--- config.mk ---
export PLATFORM = sky130hd
export DESIGN_NAME = hyst_blank_ctrl
export DESIGN_NICKNAME = d
export VERILOG_FILES = /design/src/rtl/hyst_blank_pkg.sv /design/src/rtl/hyst_region_dec.sv /design/src/rtl/hyst_vec_sel.sv /design/src/rtl/hyst_blank_timer.sv /design/src/rtl/hyst_blank_ctrl.sv
export SDC_FILE = /design/constraint.sdc
export NUM_CORES = 1
export LEC_CHECK = 0
export ABC_CLOCK_PERIOD_IN_PS = 2290
export BUFFER_PORTS_ARGS = -buffer_cell sky130_fd_sc_hd__buf_4
export CAP_MARGIN = 20
export CORE_MARGIN = 2
export CORE_UTILIZATION = 48
export DETAILED_ROUTE_END_ITERATION = 8
export GPL_ROUTABILITY_DRIVEN = 0
export PLACE_DENSITY = 0.84
export SLEW_MARGIN = 10
export SYNTH_ARGS = -nofsm -noshare
export SYNTH_HDL_FRONTEND = slang
export SYNTH_SLANG_ARGS = --single-unit
--- constraint.sdc ---
create_clock -name clk -period 2.29 [get_ports clk]
set_input_delay 0.1145 -clock clk [delete_from_list [all_inputs] [get_ports clk]]
set_output_delay 0.1145 -clock clk [all_outputs]
set_load 0.01 [all_outputs]
--- src/rtl/hyst_blank_pkg.sv ---
package hyst_blank_pkg;

    typedef logic [2:0] leg_t;

    typedef enum logic [1:0] {
        DRV_NONE = 2'd0,
        DRV_UP   = 2'd1,
        DRV_DOWN = 2'd2
    } drive_t;

    typedef struct packed {
        drive_t dx;
        drive_t dy;
    } region_t;

    typedef struct packed {
        leg_t cmd;
        logic x_up;
    } ctrl_state_t;

    localparam int unsigned NUM_AXES = 2;
    localparam int unsigned CMP_PER_AXIS = 2;
    localparam int unsigned CMP_W = NUM_AXES * CMP_PER_AXIS;

    localparam leg_t VEC_ZERO_LO = 3'b000;
    localparam leg_t VEC_ZERO_HI = 3'b111;
    localparam leg_t VEC_000 = 3'b100;
    localparam leg_t VEC_060 = 3'b110;
    localparam leg_t VEC_120 = 3'b010;
    localparam leg_t VEC_180 = 3'b011;
    localparam leg_t VEC_240 = 3'b001;
    localparam leg_t VEC_300 = 3'b101;

    function automatic drive_t axis_drive(input logic [1:0] pair);
        drive_t d;
        case (pair)
            2'b00:   d = DRV_UP;
            2'b11:   d = DRV_DOWN;
            default: d = DRV_NONE;
        endcase
        return d;
    endfunction

    function automatic leg_t pick_zero(input leg_t prev);
        int unsigned ones;
        ones = 0;
        for (int i = 0; i < 3; i++) begin
            ones += {31'd0, prev[i]};
        end
        return (ones >= 2) ? VEC_ZERO_HI : VEC_ZERO_LO;
    endfunction

endpackage

--- src/rtl/hyst_region_dec.sv ---
module hyst_region_dec
    import hyst_blank_pkg::*;
(
    input  logic [CMP_W-1:0] cmp,
    output region_t          region
);
    drive_t axis_d [NUM_AXES];

    generate
        for (genvar a = 0; a < NUM_AXES; a++) begin : g_axis
            localparam int unsigned LSB = (NUM_AXES - 1 - a) * CMP_PER_AXIS;
            always_comb begin
                axis_d[a] = axis_drive(cmp[LSB +: CMP_PER_AXIS]);
            end
        end
    endgenerate

    always_comb begin
        region.dx = axis_d[0];
        region.dy = axis_d[1];
    end
endmodule

--- src/rtl/hyst_vec_sel.sv ---
module hyst_vec_sel
    import hyst_blank_pkg::*;
(
    input  region_t region,
    input  leg_t    prev_cmd,
    input  logic    x_up,
    output leg_t    next_cmd,
    output logic    next_x_up
);
    always_comb begin
        next_x_up = x_up;
        unique case (region.dx)
            DRV_UP:   next_x_up = 1'b1;
            DRV_DOWN: next_x_up = 1'b0;
            default:  next_x_up = x_up;
        endcase
    end

    always_comb begin
        next_cmd = prev_cmd;
        case ({region.dx, region.dy})
            {DRV_UP,   DRV_NONE}: next_cmd = VEC_000;
            {DRV_DOWN, DRV_NONE}: next_cmd = VEC_180;
            {DRV_UP,   DRV_UP}:   next_cmd = VEC_060;
            {DRV_DOWN, DRV_UP}:   next_cmd = VEC_120;
            {DRV_DOWN, DRV_DOWN}: next_cmd = VEC_240;
            {DRV_UP,   DRV_DOWN}: next_cmd = VEC_300;
            {DRV_NONE, DRV_UP}:   next_cmd = x_up ? VEC_060 : VEC_120;
            {DRV_NONE, DRV_DOWN}: next_cmd = x_up ? VEC_300 : VEC_240;
            default:              next_cmd = pick_zero(prev_cmd);
        endcase
    end
endmodule

--- src/rtl/hyst_blank_timer.sv ---
module hyst_blank_timer #(
    parameter int unsigned CNT_W = 8
) (
    input  logic             clk,
    input  logic             rst,
    input  logic             sample_en,
    input  logic             start,
    input  logic [CNT_W-1:0] len,
    output logic             active
);
    localparam logic [CNT_W-1:0] CNT_ZERO = '0;
    localparam logic [CNT_W-1:0] CNT_ONE  = {{(CNT_W-1){1'b0}}, 1'b1};

    logic [CNT_W-1:0] remain;

    assign active = (remain != CNT_ZERO);

    always_ff @(posedge clk) begin
        if (rst) begin
            remain <= CNT_ZERO;
        end else if (sample_en) begin
            if (active) begin
                remain <= remain - CNT_ONE;
            end else if (start) begin
                remain <= len;
            end
        end
    end
endmodule

--- src/rtl/hyst_blank_ctrl.sv ---
module hyst_blank_ctrl
    import hyst_blank_pkg::*;
#(
    parameter int unsigned CNT_W = 8
) (
    input  logic             clk,
    input  logic             rst,
    input  logic             sample_en,
    input  logic [3:0]       cmp,
    input  logic [CNT_W-1:0] blank_len,
    output logic [2:0]       cmd
);
    ctrl_state_t st;
    region_t     region;
    leg_t        sel_cmd;
    logic        sel_x_up;
    logic        blank_act;
    logic        eval;
    logic        commute;

    hyst_region_dec u_dec (
        .cmp    (cmp),
        .region (region)
    );

    hyst_vec_sel u_sel (
        .region    (region),
        .prev_cmd  (st.cmd),
        .x_up      (st.x_up),
        .next_cmd  (sel_cmd),
        .next_x_up (sel_x_up)
    );

    assign eval    = sample_en && !blank_act;
    assign commute = eval && (sel_cmd != st.cmd);

    hyst_blank_timer #(.CNT_W(CNT_W)) u_timer (
        .clk       (clk),
        .rst       (rst),
        .sample_en (sample_en),
        .start     (commute),
        .len       (blank_len),
        .active    (blank_act)
    );

    always_ff @(posedge clk) begin
        if (rst) begin
            st.cmd  <= VEC_ZERO_LO;
            st.x_up <= 1'b1;
        end else if (eval) begin
            st.cmd  <= sel_cmd;
            st.x_up <= sel_x_up;
        end
    end

    assign cmd = st.cmd;
endmodule


==> impl_results.md <==
- Post-Synth Simple-Gate Area: 0.231
- Hold WS: 0.0889 ns
- Area share of the largest cell type after synthesis: 0.258
- FMAX: 0.455 GHz
- Hold EP: u_timer.remain[4]$_SDFFE_PP0P_
- Worst skew pair latency: 0.29 ns
- Port bufs: 17
- Synth Area in Adders: 0.0941
- Dominant cells by area after synthesis: dfxtp_1 26%, ha_1 9.4%, a21oi_1 6.5%
- Final wirelength: 2.22 mm
- Post-synth top cells: 12 x a21oi_1, 12 x dfxtp_1, 11 x nor2_1, 11 x o21ai_0, 10 x inv_1
- # diodes: 0
- DP Area: 0.00112 mm^2
- Core Util, Final: 0.658
- Rel. slew slack: 0.682
- WS Path Type: register to register
- Vias in the first global route: 824
- Min cycle time layout: 2.20 ns
- CTS tree: done
- Full die area: 0.00231 mm^2
- Total grt overflow: 0
- Largest net degree at the start of global routing: 13
- Largest family of logic cells by synthesized area: compound AO/OA/AOI/OAI gates
- Slew Limit Fails: 0
- Initial antenna violation count: 0
- Sink Count: 12
- Min-Delay Path Class: input port to register
- Final setup TNS: 0 ns
- WP data arrival: 2.38 ns
- Worst Hold Depth: 2
- Dpl hpwl: 1.66 mm
- CP required: 2.48 ns
- Top FF cell, synth: dfxtp_1
- Post-Synth XOR/XNOR Area: 0.00941
- Worst setup margin: 0.0935 ns
- Outcome: complete, no violations
- Pwr dens: 1230 mW/mm^2
- Syn_area_per_cell: 8.02 um^2
- Synth warn: 0
- Starting Density: 0.522
- CORE AREA: 0.00178 mm^2
- Maximum clock insertion buffer count: 2
- Compound-gate portion of the synthesized area: 0.329
- WL/cell: 13.4 um
- Worst Max-Slew Pin Slew: 0.474 ns
- Root buffer cell: clkbuf_4
- Tcrit/Tclk final: 0.959
- Total GRT Usage: 0.222
- Multiplexer share of the synthesized area: 0.0121
- Die span in x: 48.0 um
- IO Pins: 18
- Synth area leader: dfxtp_1
- CP Launch Type: register
- R2r startpoint: u_timer.remain[4]$_SDFFE_PP0P_
- Worst slack at placement: -0.0153 ns
- Seq/Total Area, Yosys: 0.258
- # H-tree levels: 1
- Leakage: 0.000507 uW
- Clk slew on worst S/H paths: 0.09 ns
- First-pass GRT wire length: 3.56 mm
- RSZ-0062 raised after global routing: no
- Post-route antenna net violation count: 0
- Post-synthesis cell type count: 38
- Final design area excluding fillers: 0.00117 mm^2
- Layout cells sized above 1: 0.277
- Max Cap Viol: 0
- Syn-to-layout area delta: 26.1%
- 1st-iter DRT viols: 31
- Register bit count reported by yosys: 12
- Post-CTS Setup Bufs: 0
- Mapped Cells: 116
- Syn nets: 138
- Chip height: 48.0 um
- Cell Rows: 15
- Vias: 993
- EDFF count, synth: 0
- Nets: 164
- Reg2reg setup slack: 0.09 ns
- Router iterations before antenna repair: 4
- Worst reg2reg endpoint: u_timer.remain[0]$_SDFFE_PP0P_
- Hold_sp: rst
- Mapped cell area: 931 um^2
- Post-synth ARST share: 0
- CP Max Fanout: 11
- Via density per instance: 5.98
- Reg2Reg Depth: 6
- Clk_skew: 0.0145 ns
- Final hold viol count: 0
- Peak supply drop: 0.000690 V
- # hold bufs at CTS: 0
- Setup Viol. Count Final: 0
- Critical path endpoint category: register
- Drc violations: 0
- CTS buffer count: 3
[placed cells by master (no fill, tap or decap), types with 2 or more instances in the layout]
master    instances
ha_1              7
or4_1             5
a21oi_1          11
nor3_1            6
nand3_1           3
o211ai_1          2
nor2_1           11
or3_1             2
inv_1            10
a211oi_1          3
clkbuf_4          3
buf_4            24
dfxtp_1          12
nand2_1           6
o21ai_0          11
[stage by stage]
stage / instances / power (uW)
after floorplan: 116 / 981
after global placement: 161 / 1210
after detailed placement: 161 / 1230
after CTS: 165 / 1400
after global routing: 166 / 1560
final: 166 / 1450
[repair_timing]
action	in CTS	in global routing
endpoints found under the setup margin	0	3
gates resized for setup	0	2
endpoints found under the hold margin	0	0
[state kept, by name, indices dropped and copies added (netlist names)]
register and cells:
u_timer.remain 8, cmd 3, st 1
[kinds of logic (layout without fill, tap and decap cells)]
| kind of cell | after synthesis | after routing |
|---|---|---|
| mux | 1 | 1 |
| flops | 12 | 12 |
| xor+xnor | 1 | 1 |
| compound gates | 41 | 42 |
| buf+inv | 14 | 38 |
| fa+ha+maj | 7 | 7 |
| simple gates | 40 | 40 |
[report_power, final]
group	switching, uW	internal (uW)	leakage (uW)	total [uW]
Combinational	474	435	0.000388	909
Clock	75.7	96.9	0.0000210	173
Sequential	76.9	288	0.0000983	365
[critical path: stages, from the launching register on]
cell,delay [ns]
dfxtp_1,0.35
or4_1,0.57
nor4b_2,0.34
buf_4,0.22
o2111a_2,0.27
nor3_1,0.07
o221a_2,0.26
[routing by layer]
layer | part of all wire | vias up | GRT usage
met2 | 0.50 | 35 | 0.373
met1 | 0.41 | 464 | 0.278
met3 | 0.073 | 4 | 0.0566
met4 | 0.010 | 0 | 0.0649
met5 | 0 | - | 0
li1 | - | 490 | -
[cell type report]
cell class | count | area [um^2]
fill | 157 | 609
multi-input combinational | 91 | 648
inverter | 10 | 37.5
sequential | 12 | 240
timing repair buffer | 24 | 180
clock buffer | 4 | 36.3
tap | 25 | 31.3
[worst max-delay path by stage]
stage                                         from                             end  cells after the start
floorplan                      cmd[0]$_SDFFE_PP0P_  u_timer.remain[6]$_SDFFE_PP0P_                      7
finish              u_timer.remain[4]$_SDFFE_PP0P_  u_timer.remain[0]$_SDFFE_PP0P_                      6
detailed placement                          cmp[0]  u_timer.remain[4]$_SDFFE_PP0P_                      9
global route                   cmd[0]$_SDFFE_PP0P_  u_timer.remain[6]$_SDFFE_PP0P_                      6
global placement                            cmp[0]  u_timer.remain[6]$_SDFFE_PP0P_                      9
CTS                            cmd[1]$_SDFFE_PP0P_  u_timer.remain[6]$_SDFFE_PP0P_                      6
Note: power is estimated with default switching activity, not from simulation.
